$ cat config.mk
export PLATFORM = sky130hd
export DESIGN_NAME = ptw_walker
export DESIGN_NICKNAME = d
export VERILOG_FILES = /design/src/rtl/ptw_pkg.sv /design/src/rtl/ptw_addr_split.sv /design/src/rtl/ptw_perm_check.sv /design/src/rtl/ptw_walker.sv
export SDC_FILE = /design/constraint.sdc
export NUM_CORES = 1
export LEC_CHECK = 0
export BUFFER_PORTS_ARGS = -buffer_cell sky130_fd_sc_hd__buf_2
export CAP_MARGIN = 20
export CORE_AREA = 2 2 102 104
export DETAILED_ROUTE_END_ITERATION = 8
export DIE_AREA = 0 0 104 106
export GPL_ROUTABILITY_DRIVEN = 0
export GPL_TIMING_DRIVEN = 0
export MAX_ROUTING_LAYER = met4
export PLACE_DENSITY = 0.76
export RECOVER_POWER = 100
export SLEW_MARGIN = 20
export SYNTH_ARGS = -nofsm -noshare
export SYNTH_HDL_FRONTEND = slang
export SYNTH_SLANG_ARGS = --single-unit
$ cat constraint.sdc
create_clock -name clk -period 4.23 [get_ports clk]
set_input_delay 0.423 -clock clk [delete_from_list [all_inputs] [get_ports clk]]
set_output_delay 0.423 -clock clk [all_outputs]
set_load 0.05 [all_outputs]
$ cat src/rtl/ptw_pkg.sv
package ptw_pkg;

  typedef enum logic [2:0] {
    CAUSE_NONE       = 3'd0,
    CAUSE_DIR_ABSENT = 3'd1,
    CAUSE_TBL_ABSENT = 3'd2,
    CAUSE_WRITE_RO   = 3'd3,
    CAUSE_USER_SUP   = 3'd4
  } fault_cause_e;

  typedef enum logic [2:0] {
    ST_IDLE,
    ST_READ_DIR,
    ST_READ_TBL,
    ST_DONE,
    ST_FAULT
  } walk_state_e;

  localparam int PERM_W     = 3;
  localparam int BIT_PRESENT = 0;
  localparam int BIT_WRITE   = 1;
  localparam int BIT_USER    = 2;

endpackage

$ cat src/rtl/ptw_addr_split.sv
module ptw_addr_split #(
  parameter int IDX_W = 10,
  localparam int OFF_W  = IDX_W + 2,
  localparam int ADDR_W = 2 * IDX_W + OFF_W
) (
  input  logic [ADDR_W-1:0] vaddr,
  output logic [IDX_W-1:0]  dir_idx,
  output logic [IDX_W-1:0]  tbl_idx,
  output logic [OFF_W-1:0]  pg_off
);
  // Top field picks the directory slot, middle the table slot.
  assign dir_idx = vaddr[ADDR_W-1 -: IDX_W];
  assign tbl_idx = vaddr[OFF_W +: IDX_W];
  assign pg_off  = vaddr[OFF_W-1:0];
endmodule

$ cat src/rtl/ptw_perm_check.sv
module ptw_perm_check
  import ptw_pkg::*;
(
  input  logic [PERM_W-1:0] perm_bits,
  input  logic              is_write,
  input  logic              is_user,
  input  logic              tbl_level,
  output logic              fault,
  output fault_cause_e      cause
);
  // Priority inside one level: absent, then user/supervisor, then write.
  always_comb begin
    fault = 1'b1;
    if (!perm_bits[BIT_PRESENT])
      cause = tbl_level ? CAUSE_TBL_ABSENT : CAUSE_DIR_ABSENT;
    else if (is_user && !perm_bits[BIT_USER])
      cause = CAUSE_USER_SUP;
    else if (is_write && !perm_bits[BIT_WRITE])
      cause = CAUSE_WRITE_RO;
    else begin
      cause = CAUSE_NONE;
      fault = 1'b0;
    end
  end
endmodule

$ cat src/rtl/ptw_walker.sv
module ptw_walker
  import ptw_pkg::*;
#(
  parameter int IDX_W = 10,
  localparam int OFF_W  = IDX_W + 2,
  localparam int ADDR_W = 2 * IDX_W + OFF_W
) (
  input  logic              clk,
  input  logic              rst,
  input  logic              paging_en,
  input  logic [ADDR_W-1:0] root_base,
  input  logic              req_valid,
  output logic              req_ready,
  input  logic [ADDR_W-1:0] req_vaddr,
  input  logic              req_write,
  input  logic              req_user,
  output logic              mem_req,
  output logic [ADDR_W-1:0] mem_addr,
  input  logic              mem_rsp_valid,
  input  logic [ADDR_W-1:0] mem_rsp_data,
  output logic              done_valid,
  output logic              done_fault,
  output logic [2:0]        done_cause,
  output logic [ADDR_W-1:0] done_paddr
);
  localparam int BASE_W = ADDR_W - OFF_W;
  localparam logic [1:0] ENT_PAD = 2'b00;

  walk_state_e       state;
  logic [ADDR_W-1:0] va_q;
  logic              wr_q, usr_q;

  logic [ADDR_W-1:0] split_va;
  logic [IDX_W-1:0]  dir_idx, tbl_idx;
  logic [OFF_W-1:0]  pg_off;
  logic              chk_fault;
  fault_cause_e      chk_cause;
  logic [BASE_W-1:0] ent_base;
  logic              unused_bits;

  assign req_ready   = (state == ST_IDLE);
  assign split_va    = req_ready ? req_vaddr : va_q;
  assign ent_base    = mem_rsp_data[ADDR_W-1:OFF_W];
  assign unused_bits = ^{mem_rsp_data[OFF_W-1:PERM_W], root_base[OFF_W-1:0]};

  ptw_addr_split #(.IDX_W(IDX_W)) u_split (
    .vaddr   (split_va),
    .dir_idx (dir_idx),
    .tbl_idx (tbl_idx),
    .pg_off  (pg_off)
  );

  ptw_perm_check u_perm (
    .perm_bits (mem_rsp_data[PERM_W-1:0]),
    .is_write  (wr_q),
    .is_user   (usr_q),
    .tbl_level (state == ST_READ_TBL),
    .fault     (chk_fault),
    .cause     (chk_cause)
  );

  always_ff @(posedge clk) begin
    if (rst) begin
      state      <= ST_IDLE;
      va_q       <= '0;
      wr_q       <= 1'b0;
      usr_q      <= 1'b0;
      mem_req    <= 1'b0;
      mem_addr   <= '0;
      done_valid <= 1'b0;
      done_fault <= 1'b0;
      done_cause <= CAUSE_NONE;
      done_paddr <= '0;
    end else begin
      mem_req    <= 1'b0;
      done_valid <= 1'b0;
      done_fault <= 1'b0;
      done_cause <= CAUSE_NONE;
      done_paddr <= '0;
      unique case (state)
        ST_IDLE: if (req_valid) begin
          va_q  <= req_vaddr;
          wr_q  <= req_write;
          usr_q <= req_user;
          if (!paging_en) begin
            state      <= ST_DONE;
            done_valid <= 1'b1;
            done_paddr <= req_vaddr;
          end else begin
            state    <= ST_READ_DIR;
            mem_req  <= 1'b1;
            mem_addr <= {root_base[ADDR_W-1:OFF_W], dir_idx, ENT_PAD};
          end
        end
        ST_READ_DIR, ST_READ_TBL: if (mem_rsp_valid) begin
          if (chk_fault) begin
            state      <= ST_FAULT;
            done_valid <= 1'b1;
            done_fault <= 1'b1;
            done_cause <= chk_cause;
          end else if (state == ST_READ_DIR) begin
            state    <= ST_READ_TBL;
            mem_req  <= 1'b1;
            mem_addr <= {ent_base, tbl_idx, ENT_PAD};
          end else begin
            state      <= ST_DONE;
            done_valid <= 1'b1;
            done_paddr <= {ent_base, pg_off};
          end
        end
        default: state <= ST_IDLE;
      endcase
    end
  end
endmodule

* Word-level counts from Yosys, hierarchy flattened
Cells that the tools add are included.
Cells by class: equality and inequality tests 7, multiplexer cells 39, bitwise logic cells 3, reduce and logical (&&, ||, !) cells 12
Operators by type and width (number):
- 2-to-1 mux 32 bit | 11
- case mux 32 bit (2 select lines) | 2
- 2-to-1 mux 1 bit | 15
- 2-to-1 mux 3 bit | 5
- != test 2 bit (second input constant) | 5
- 2-to-1 mux 2 bit | 3
- case mux 3 bit (2 select lines) | 1
- AND reduction 6 bit | 1
- case mux 1 bit (2 select lines) | 2
- AND reduction 2 bit | 2
- OR reduction 4 bit | 1
- equality test 3 x 1 -> 1 bit (second input constant) | 1
- equality test 3 x 2 -> 1 bit (second input constant) | 1
- logical NOT 3 bit | 1
- inverter 1 bit | 3
- OR reduction 3 bit | 1
- logical AND 1 bit | 2
- logical NOT 1 bit | 2
- nonzero test 2 bit | 1
- OR reduction 2 bit | 1
Storage, ports and cells: register bits after elaboration 107, input bits 103, output and inout bits 71, logic and storage cells 71

* Depth between registers and ports, before layout
Gate-level depths: netlist of the first run.
depth after elaboration 8, gate-level depth with buffers 7, mapped depth without buffers 4

* Cells and area by module
A second synthesis of the first run with hierarchy kept.
Second synthesis, totals: cells, all modules 602, area, all modules 5220.0 µm²
Modules (own cells, without submodules):
- ptw_walker | instances 1, cells each 561, area each 4912.2 µm², seq. area each 2102.0 µm²
- ptw_addr_split | instances 1, cells each 32, area each 240.2 µm², seq. area each 0.0 µm²
- ptw_perm_check | instances 1, cells each 9, area each 67.6 µm², seq. area each 0.0 µm²

* Worst setup path after synthesis of the first run
OpenSTA, ideal clock, no wires.
path kind flip-flop to flip-flop, start register state[0], end register mem_addr[11], library setup time 0.125 ns, arrival time 1.873 ns, data required time 4.105 ns, setup slack 2.232 ns, cell stages (with the launch flop) 7, buffers on the path 2, clock period less this slack 1.998 ns, cells stage by stage dfxtp_1 -> buf_2 -> buf_1 -> nor3_2 -> a21oi_1 -> o221ai_1 -> mux2i_1
On the way: longest elaborated chain between the ends 6, elaborated cells between the ends (all ways) 18, those cells by class 7 x eq/ne; 7 x mux; 4 x reduce/logical
Ends and longest elaborated chain:
- start: declaration | RTL line ptw_walker.sv:29 | walk_state_e state;
- start signal: assignment | RTL line ptw_walker.sv:64 | state <= ST_IDLE;
- start signal: assignment | RTL line ptw_walker.sv:86 | state <= ST_DONE;
- start signal: assignment | RTL line ptw_walker.sv:90 | state <= ST_READ_DIR;
- logical NOT 3 bit * | RTL line ptw_walker.sv:41 | assign req_ready = (state == ST_IDLE);
- named net req_ready | RTL line ptw_walker.sv:13 | output logic req_ready,
- 2-to-1 mux 32 bit | RTL line ptw_walker.sv:42 | assign split_va = req_ready ? req_vaddr : va_q;
- 2-to-1 mux 32 bit | RTL line ptw_walker.sv:101 | end else if (state == ST_READ_DIR) begin
- 2-to-1 mux 32 bit | RTL line ptw_walker.sv:96 | if (chk_fault) begin
- 2-to-1 mux 32 bit | RTL line ptw_walker.sv:95 | ST_READ_DIR, ST_READ_TBL: if (mem_rsp_valid) begin
- case mux 32 bit (2 select lines) | RTL line ptw_walker.sv:80 | unique case (state)
- end signal: assignment | RTL line ptw_walker.sv:92 | mem_addr <= {root_base[ADDR_W-1:OFF_W], dir_idx, ENT_PAD};
- end signal: assignment | RTL line ptw_walker.sv:104 | mem_addr <= {ent_base, tbl_idx, ENT_PAD};
- end: declaration | RTL line ptw_walker.sv:18 | output logic [ADDR_W-1:0] mem_addr,
The timed path passes the listed nets; every way through them passes the cells marked *. The select of a mux whose other input is x is not followed. A chain may end at the register's enable or synchronous reset.

* Worst setup path after layout of the first run
start register state[0], end output req_ready
On the way: longest elaborated chain between the ends 1
Ends and longest elaborated chain (RTL line):
- logical NOT 3 bit | ptw_walker.sv:41
- end: declaration | ptw_walker.sv:13
Every way passes these cells.

==> metrics.csv, run 1 <==
stage;metric;value;unit
power_and_ir_drop;p_leak;2.15;nW
status;outcome;finished, final reports clean;
route;vias;4074;
power_and_ir_drop;swShare;32.7;%
placed_design;hpwl;9.44;mm
route;vias_per_cell;5.32;
power_and_ir_drop;powerDensity;467;nW/um^2
final_layout;syn_to_final_growth;21.6;%
floorplan;die_w;104;um
final_layout;fin_nets;729;
final_layout;finalNonFillerCells;766;
clock_network;clk_path_buf_depth;2;
timing;period_needed;2990;ps
timing;setup_slack;1240;ps
synth;syn_area_per_cell;9.34;um^2
setup_path;cp_data_arrival_time;2560;ps
timing;fin_crit_sh;70.6;%
clock_network;cts_num_sinks;104;
floorplan;die-height;106;um
setup_path;cp_max_fo;10;
timing;setup_viol;0;
clock_network;cts_max_level;3;
placed_design;dp_slack;2030;ps
clock_network;insertion_delay;380;ps
timing;hold_viol;0;
setup_path;worst_setup_path_end_kind;output port;
synth;ys_ff_latch;104;
synth;ys_seq_area_share;48.0;%
global_route;antenna_found_initial;0;
setup_path;worstSetupStartpointType;flip-flop;
final_layout;final_util;52.7;%
global_route;grt_overflow;0;
power_and_ir_drop;p_int;1.66;mW
setup_path;r2r_cells;7;
power_and_ir_drop;ir_worst_vdd;0.000200;V
flow_run;max_cap_viol_count;0;
timing;relSlewSlack;21.2;%
synth;synth.cell_area;4330;um^2
placed_design;placed_cells;751;
route;drc;0;
clock_network;cts-root-buf;clkbuf_8;
synth;synth_edf_count;0;
floorplan;pin_count;174;
timing;worst_slew_pin_slew;1170;ps
synth;yosys_warnings;0;
power_and_ir_drop;combPwrFrac;24.7;%
final_layout;drive_above_1_share;17.3;%
global_route;grtUsageTotal;22.9;%
floorplan;initial_core_util;43.3;%
final_layout;fillCellCount;992;
timing;slew_viol_final;0;
route;detail_route.iter0.violations;260;
setup_path;crit_required;3810;ps
synth;ys_types;43;
timing;timing.fmax;0.335;GHz
clock_network;cts_setup_buffers;0;
placed_design;io_buffers;150;
route;drt_first_pass_iters;4;
floorplan;die-area;11000;um^2
clock_network;cts_resized;0;
timing;setup_tns;0;ps
global_route;grt_pass1_vias;3941;
synth;synthCells;464;
floorplan;rows;37;
global_route;grt_max_degree;17;
power_and_ir_drop;p_clk_share;31.0;%
synth;async_reset_ff_share;0;%
synth;ys.flop_type;dfxtp_1;
global_route;grt_pass1_wl;19.5;mm
timing;finClkSkew;11.8;ps
worst_hold_path;worstHoldPathType;primary input to flip-flop;
power_and_ir_drop;pwr-share-seq;44.3;%
floorplan;core_region_area;10000;um^2
route;antenna_left;0;
clock_network;hold_buffers;0;
clock_network;cts_tree;yes;
route;wire_per_inst;16.3;um
setup_path;critical_path_class;flip-flop to output port;
worst_hold_path;holdPathStages;2;
power_and_ir_drop;p_sw;804;uW
route;wl;12.5;mm
clock_network;numCtsBuffers;9;
final_layout;num_antenna_cells;0;
timing;rsz0062_at_grt;false;
clock_network;path_clk_slew;90;ps
==> routing by layer <==
metal	GRT usage [%]	vias up	wire length [um]
met5	-	-	0
met4	11.8	0	413
met3	3.00	37	662
met2	37.1	157	6030
met1	28.1	1931	5380
li1	-	1949	-
==> through the flow <==
stage,power (mW),hold slack (ps),cell area (um^2)
after floorplan,1.58,436,4340
after global placement,1.74,441,5260
after detailed placement,1.76,448,5260
after CTS,2.50,265,5510
after global routing,2.56,272,5270
final,2.46,271,5270
==> critical path: stages, from the launching register on <==
cell and delay, ps:
dfxtp_1 310, clkbuf_1 190, clkbuf_1 270, nor3_1 980, buf_2 440
==> cell usage after synthesis, types with 2 or more instances <==
| master | number | area [um^2] |
|---|---|---|
| a21oi_1 | 43 | 215 |
| a221oi_2 | 20 | 300 |
| a22o_1 | 11 | 96.3 |
| a22oi_1 | 20 | 150 |
| and2_1 | 4 | 25.0 |
| buf_1 | 4 | 15.0 |
| buf_2 | 8 | 40.0 |
| buf_4 | 4 | 30.0 |
| buf_6 | 4 | 45.0 |
| clkbuf_1 | 20 | 75.1 |
| dfxtp_1 | 104 | 2080 |
| inv_1 | 11 | 41.3 |
| mux2i_1 | 31 | 310 |
| nand2_1 | 75 | 282 |
| nand2b_1 | 14 | 87.6 |
| nand3b_1 | 2 | 15.0 |
| nor2_1 | 44 | 165 |
| nor2b_1 | 3 | 18.8 |
| nor3_1 | 2 | 10.0 |
| nor4_1 | 4 | 25.0 |
| o21ai_0 | 3 | 15.0 |
| o221ai_1 | 10 | 87.6 |
| o22ai_1 | 2 | 12.5 |
| o2bb2ai_1 | 2 | 17.5 |
==> final timing paths <==
kind | startpoint | to | slack, ps
max | state[0] | req_ready | 1240
min | req_vaddr[4] | done_paddr[4] | 270
max reg2reg | state[0] | mem_addr[30] | 1290
min reg2reg | va_q[8] | va_q[8] | 460
==> logic make-up after synthesis <==
family | Yosys count | share of synthesized area (%)
xor+xnor | 1 | 0.202
mux | 31 | 7.16
flops | 104 | 48.0
other cells | 1 | 0.0865
compound gates | 116 | 21.7
simple gates | 159 | 17.1
buf+inv | 52 | 5.77
==> power groups by stage <==
stage | logic [mW] | registers (mW) | clock network (mW)
floorplan | 0.311 | 1.27 | 0
global placement | 0.631 | 1.11 | 0
detailed placement | 0.646 | 1.11 | 0
CTS | 0.649 | 1.09 | 0.768
global route | 0.650 | 1.10 | 0.815
finish | 0.607 | 1.09 | 0.763
==> final cells by class <==
| class | instances | area, um^2 | area share [%] |
|---|---|---|---|
| buffer | 40 | 185 | 3.51 |
| clock buffer | 11 | 151 | 2.87 |
| clock inverter | 4 | 98.8 | 1.88 |
| inverter | 12 | 45.0 | 0.854 |
| multi-input combinational | 309 | 1870 | 35.5 |
| sequential | 104 | 2080 | 39.5 |
| tap | 136 | 170 | 3.23 |
| timing repair buffer | 150 | 666 | 12.6 |
==> layout by cell type (no fill, tap or decap), drive strengths merged, types with 2 or more instances in the layout <==
cell type and count:
a21oi 43, a221oi 20, a22o 11, a22oi 20, and2 4, buf 90, bufinv 3, clkbuf 111
conb 2, dfxtp 104, inv 13, mux2i 31, nand2 75, nand2b 14, nand3b 2, nor2 44
nor2b 3, nor3 3, nor4 4, o21ai 3, o221ai 10, o22ai 2, o2bb2ai 2
==> registers in the layout, summed over array words and instances (netlist names), 3 cells and up <==
| name | cells |
|---|---|
| done_cause | 3 |
| va_q | 31 |
| mem_addr | 30 |
| done_paddr | 32 |
| state | 3 |
(Power assumes the default switching activity.)
==> run 2: changes to the inputs <==
--- a/config.mk
+++ b/config.mk
@@ -7,13 +7,13 @@
 export LEC_CHECK = 0
 export BUFFER_PORTS_ARGS = -buffer_cell sky130_fd_sc_hd__buf_2
 export CAP_MARGIN = 20
-export CORE_AREA = 2 2 102 104
+export CORE_AREA = 2 2 103 105
 export DETAILED_ROUTE_END_ITERATION = 8
-export DIE_AREA = 0 0 104 106
+export DIE_AREA = 0 0 105 107
 export GPL_ROUTABILITY_DRIVEN = 0
 export GPL_TIMING_DRIVEN = 0
 export MAX_ROUTING_LAYER = met4
-export PLACE_DENSITY = 0.76
+export PLACE_DENSITY = 0.78
 export RECOVER_POWER = 100
 export SLEW_MARGIN = 20
 export SYNTH_ARGS = -nofsm -noshare
==> constraint.sdc (replaced) <==
create_clock -name clk -period 2.4 [get_ports clk]
set_input_delay 0.24 -clock clk [delete_from_list [all_inputs] [get_ports clk]]
set_output_delay 0.24 -clock clk [all_outputs]
set_load 0.05 [all_outputs]
==> metrics.csv, run 2 (synthesis gave the netlist of run 1 again) <==
stage;metric;value;unit;change
power_and_ir_drop;p_clk_share;27.4;%;was 31.0%
route;drt_first_pass_iters;5;;was 4
clock_network;insertion_delay;370;ps;was 380 ps
clock_network;numCtsBuffers;9;;unchanged
global_route;grtUsageTotal;22.6;%;was 22.9%
setup_path;critical_path_class;flip-flop to output port;;unchanged
power_and_ir_drop;p_int;2.72;mW;was 1.66 mW
timing;period_needed;2190;ps;
floorplan;pin_count;174;;unchanged
final_layout;largest-register;done_paddr;;unchanged
final_layout;num_antenna_cells;0;;unchanged
timing;fin_crit_sh;91.3;%;
route;wl;12.7;mm;was 12.5 mm
power_and_ir_drop;p_leak;2.17;nW;was 2.15 nW
timing;hold_viol;0;;unchanged
timing;slew_viol_final;0;;unchanged
route;wl_met1;5.49;mm;was 5.38 mm
placed_design;hpwl;9.66;mm;was 9.44 mm
timing;whs;98.3;ps;was 271 ps
clock_network;hold_buffers;0;;unchanged
timing;setup_tns;0;ps;unchanged
setup_path;cp_data_arrival_time;1950;ps;was 2560 ps
final_layout;largest_reg_flops;32;;unchanged
timing;finClkSkew;10.2;ps;was 11.8 ps
floorplan;die-area;11200;um^2;was 11000 um^2
route;met2_length;6.02;mm;was 6.03 mm
final_layout;final_common_cell;dfxtp_1;;unchanged
floorplan;die-height;107;um;was 106 um
clock_network;path_clk_slew;100;ps;was 90 ps
global_route;antenna_found_initial;0;;unchanged
flow_run;max_cap_viol_count;0;;unchanged
timing;setup_viol;0;;unchanged
setup_path;worstSetupStartpointType;flip-flop;;unchanged
setup_path;critPathLaunch;state[0];;unchanged
clock_network;cts_setup_buffers;0;;unchanged
setup_path;r2r-start;state[1];;was state[0]
timing;relSlewSlack;44.1;%;was 21.2%
power_and_ir_drop;combPwrFrac;26.4;%;was 24.7%
route;route.met3.wl;940;um;was 662 um
final_layout;fillCellCount;994;;was 992
timing;worst_slew_pin_slew;839;ps;was 1170 ps
placed_design;placed_cells;751;;unchanged
floorplan;rows;37;;unchanged
power_and_ir_drop;ir_worst_vdd;0.000354;V;was 0.000200 V
power_and_ir_drop;powerDensity;787;nW/um^2;was 467 nW/um^2
setup_path;cp_max_fo;10;;unchanged
placed_design;io_buffers;150;;unchanged
global_route;grt_overflow;0;;unchanged
final_layout;finalNonFillerCells;766;;unchanged
clock_network;cts-root-buf;clkbuf_8;;unchanged
power_and_ir_drop;swShare;34.6;%;was 32.7%
final_layout;drive_above_1_share;19.7;%;was 17.3%
route;detail_route.iter0.violations;371;;was 260
final_layout;layout_common_cells;104 x dfxtp_1, 92 x clkbuf_1, 87 x buf_2;;was 104 x dfxtp_1, 100 x clkbuf_1, 83 x buf_2
power_and_ir_drop;pwr-share-seq;46.2;%;was 44.3%
final_layout;syn_to_final_growth;22.1;%;was 21.6%
global_route;grt_pass1_vias;3859;;was 3941
setup_path;crit_required;2160;ps;was 3810 ps
route;drc;0;;unchanged
floorplan;core_region_area;10100;um^2;was 10000 um^2
global_route;grt_max_degree;17;;unchanged
status;outcome;finished, final reports clean;;unchanged
clock_network;cts_max_level;3;;unchanged
floorplan;die_w;105;um;was 104 um
clock_network;cts_num_sinks;104;;unchanged
global_route;grt_pass1_wl;19.4;mm;was 19.5 mm
final_layout;final_util;52.4;%;was 52.7%
clock_network;clk_path_buf_depth;2;;unchanged
route;vias;4120;;was 4074
worst_hold_path;worstHoldPathType;primary input to flip-flop;;unchanged
route;wire_per_inst;16.6;um;was 16.3 um
floorplan;initial_core_util;42.9;%;was 43.3%
setup_path;worst_setup_path_end_kind;output port;;unchanged
power_and_ir_drop;p_sw;1.44;mW;was 804 uW
clock_network;cts_tree;yes;;unchanged
route;antenna_left;0;;unchanged
route;vias_per_cell;5.38;;was 5.32
timing;rsz0062_at_grt;false;;unchanged
setup_path;r2r_cells;7;;unchanged
route;highest_layer;met4;;unchanged
worst_hold_path;holdPathStages;2;;unchanged
worst_hold_path;min_from;req_vaddr[2];;was req_vaddr[4]
timing;timing.fmax;0.456;GHz;
final_layout;reg.largest.list;done_paddr (32), va_q (31), mem_addr (30);;unchanged
final_layout;fin_nets;729;;unchanged
-- run 2: worst paths after layout --
check,endpoint,slack [ps]
max,req_ready,210
min,done_paddr[2],100
max reg2reg,done_paddr[30],250
min reg2reg,va_q[0],460
-- run 2: through the flow --
stage          area (um^2)  power (mW)  worst slack, ps
2_1_floorplan         4340        2.78              402
3_3_place_gp          5260        3.07              354
3_5_place_dp          5260        3.10              328
4_1_cts               5460        4.22             41.8
5_1_grt               5290        4.34             89.1
6_report              5290        4.16              208
-- run 2: what timing repair did --
item | CTS | global route
endpoints found under the hold margin | 0 | 0
gates resized for setup | 0 | 1
setup endpoints to repair | 0 | 1
-- run 2: final cells by class --
type / instances / area [um^2] / area share, %
inverter: 12 / 45.0 / 0.851
sequential: 104 / 2080 / 39.3
timing repair buffer: 150 / 666 / 12.6
clock inverter: 4 / 52.6 / 0.993
tap: 136 / 170 / 3.22
buffer: 40 / 204 / 3.85
multi-input combinational: 309 / 1920 / 36.3
clock buffer: 11 / 151 / 2.86
-- run 2: power by group through the flow --
stage          registers, mW  clock network, mW  logic [mW]
3_3_place_gp            1.95                  0        1.12
3_5_place_dp            1.96                  0        1.14
6_report                1.92               1.14        1.10
2_1_floorplan           2.23                  0       0.548
5_1_grt                 1.94               1.23        1.17
4_1_cts                 1.92               1.16        1.15
-- run 2: critical path: stages, from the launching register on --
cell and delay [ps]:
dfxtp_1 300, buf_2 160, clkbuf_1 260, nor3_4 490, clkbuf_2 370
-- run 2: routing by layer --
metal	vias up	track usage, %
li1	1956	-
met1	1945	29.3
met3	25	3.04
met5	-	-
met2	194	36.2
met4	0	8.67
==> run 3: changes to the inputs <==
--- a/config.mk
+++ b/config.mk
@@ -7,13 +7,13 @@
 export LEC_CHECK = 0
 export BUFFER_PORTS_ARGS = -buffer_cell sky130_fd_sc_hd__buf_2
 export CAP_MARGIN = 20
-export CORE_AREA = 2 2 103 105
+export CORE_AREA = 2 2 128 130
 export DETAILED_ROUTE_END_ITERATION = 8
-export DIE_AREA = 0 0 105 107
+export DIE_AREA = 0 0 130 132
 export GPL_ROUTABILITY_DRIVEN = 0
 export GPL_TIMING_DRIVEN = 0
 export MAX_ROUTING_LAYER = met4
-export PLACE_DENSITY = 0.78
+export PLACE_DENSITY = 0.55
 export RECOVER_POWER = 100
 export SLEW_MARGIN = 20
 export SYNTH_ARGS = -nofsm -noshare
==> metrics.csv, run 3 (synthesis gave the netlist of run 1 again) <==
stage;metric;value;unit;change
floorplan;pin_count;174;;unchanged
clock_network;insertion_delay;350;ps;was 370 ps
setup_path;crit_path_frequent_cell;nor2_1;;
global_route;grt_overflow;0;;unchanged
power_and_ir_drop;powerDensity;810;nW/um^2;was 787 nW/um^2
final_layout;fillCellCount;1694;;was 994
route;vias;4018;;was 4120
final_layout;reg.largest.list;done_paddr (32), va_q (31), mem_addr (30);;unchanged
route;wl;14.1;mm;was 12.7 mm
clock_network;cts_resized;0;;unchanged
timing;setup_viol;0;;unchanged
power_and_ir_drop;ir_worst_vdd;0.000485;V;was 0.000354 V
setup_path;worst_setup_path_end_kind;flip-flop;;was output port
power_and_ir_drop;p_leak;2.21;nW;was 2.17 nW
route;vias_per_cell;4.74;;was 5.38
timing;finClkSkew;6.80;ps;was 10.2 ps
status;outcome;finished, final reports clean;;unchanged
final_layout;largest-register;done_paddr;;unchanged
floorplan;rows;46;;was 37
setup_path;worstSetupStartpointType;flip-flop;;unchanged
placed_design;hpwl;10.7;mm;was 9.66 mm
clock_network;cts_max_level;3;;unchanged
final_layout;final_common_cell;dfxtp_1;;unchanged
clock_network;cts_num_sinks;104;;unchanged
timing;hold_viol;0;;unchanged
route;drc;0;;unchanged
timing;period_needed;2230;ps;was 2190 ps
timing;relSlewSlack;46.0;%;was 44.1%
final_layout;finalNonFillerCells;848;;was 766
setup_path;cp_slowest_cell;or4b_1;;was nor3_4
clock_network;cts_setup_buffers;0;;unchanged
floorplan;die_w;130;um;was 105 um
placed_design;placed_cells;831;;was 751
clock_network;cts_tree;yes;;unchanged
floorplan;die-height;132;um;was 107 um
floorplan;core_region_area;15700;um^2;was 10100 um^2
power_and_ir_drop;p_clk_share;31.9;%;was 27.4%
setup_path;cpPeakStageDelay;480;ps;was 490 ps
final_layout;fin_area;5520;um^2;was 5290 um^2
clock_network;numCtsBuffers;9;;unchanged
timing;whs;125;ps;was 98.3 ps
route;antenna_left;0;;unchanged
flow_run;max_cap_viol_count;0;;unchanged
setup_path;crit_buf_inv;3;;unchanged
clock_network;path_clk_slew;70;ps;was 100 ps
route;drt_first_pass_iters;4;;was 5
global_route;grt_max_degree;18;;was 17
placed_design;dp_slack;75.3;ps;was 328 ps
placed_design;place_area;5360;um^2;was 5260 um^2
global_route;antenna_found_initial;2;;was 0
timing;timing.fmax;0.448;GHz;was 0.456 GHz
global_route;grtUsageTotal;16.8;%;was 22.6%
final_layout;fin_nets;729;;unchanged
power_and_ir_drop;p_int;2.93;mW;was 2.72 mW
floorplan;die-area;17200;um^2;was 11200 um^2
global_route;grt_pass1_wl;21.5;mm;was 19.4 mm
timing;fin_crit_sh;93.1;%;was 91.3%
route;detail_route.iter0.violations;176;;was 371
final_layout;syn_to_final_growth;27.4;%;was 22.1%
clock_network;hold_buffers;0;;unchanged
setup_path;cp_data_arrival_time;2510;ps;was 1950 ps
power_and_ir_drop;combPwrFrac;25.1;%;was 26.4%
worst_hold_path;worstHoldPathType;primary input to flip-flop;;unchanged
floorplan;initial_core_util;27.6;%;was 42.9%
clock_network;clk_path_buf_depth;2;;unchanged
global_route;grt_pass1_vias;3986;;was 3859
timing;setup_slack;166;ps;was 208 ps
route;wire_per_inst;16.6;um;about the same
setup_path;cp_max_fo;10;;unchanged
final_layout;drive_above_1_share;21.1;%;was 19.7%
setup_path;critical_path_class;flip-flop to flip-flop;;was flip-flop to output port
power_and_ir_drop;p_sw;1.54;mW;was 1.44 mW
timing;worst_slew_pin_slew;810;ps;was 839 ps
final_layout;largest_reg_flops;32;;unchanged
timing;slew_viol_final;0;;unchanged
placed_design;io_buffers;150;;unchanged
setup_path;worstPathCellList;buf_2 -> or4b_1 -> clkbuf_1 -> nor2_1 -> clkbuf_2 -> a22oi_1 -> nor2_1;;was buf_2 -> clkbuf_1 -> nor3_4 -> clkbuf_2
final_layout;layout_common_cells;104 x dfxtp_1, 92 x clkbuf_1, 86 x buf_2;;was 104 x dfxtp_1, 92 x clkbuf_1, 87 x buf_2
clock_network;cts-root-buf;clkbuf_16;;was clkbuf_8
power_and_ir_drop;swShare;34.5;%;was 34.6%
setup_path;crit_family;simple AND/OR/NAND/NOR gates;;was buffers and inverters
power_and_ir_drop;pwr-share-seq;43.0;%;was 46.2%
setup_path;crit_required;2680;ps;was 2160 ps
run 3: final timing paths:
check	slack, ps	end	depth (start not counted)	start
max	170	done_paddr[18]	7	state[1]
min reg2reg	460	va_q[9]	2	va_q[9]
min	130	done_paddr[3]	2	req_vaddr[3]
max reg2reg	170	done_paddr[18]	7	state[1]
run 3: routing by layer:
metal	vias to the layer above	GRT usage, %	wire length, um
met2	162	26.6	6530
met4	0	4.36	320
met1	1881	20.8	6120
li1	1948	-	-
met5	-	-	0
met3	27	5.03	1100
run 3: layout make-up:
cell class	instances	area, um^2	area share, %
flip-flops and latches	104	2080	37.7
multi-input cells	309	1970	35.8
repair buffers	150	666	12.1
well taps	216	270	4.89
clock buffers	10	239	4.33
plain buffers	40	201	3.65
inverters	12	45.0	0.816
clock inverters	5	38.8	0.702
diodes	2	5.00	0.0906
run 3: stage by stage:
step	utilization [%]	power, mW	setup TNS, ps
2_1_floorplan	-	2.78	0
3_3_place_gp	34.1	3.10	0
3_5_place_dp	34.1	3.12	0
4_1_cts	35.9	4.55	0
5_1_grt	35.1	4.67	-22.0
6_report	35.1	4.47	0
run 3: power by group through the flow:
stage	combinational [mW]	sequential [mW]	clock [mW]
floorplan	0.548	2.23	0
global placement	1.14	1.96	0
detailed placement	1.16	1.96	0
CTS	1.16	1.92	1.46
global route	1.21	1.94	1.52
finish	1.12	1.92	1.43
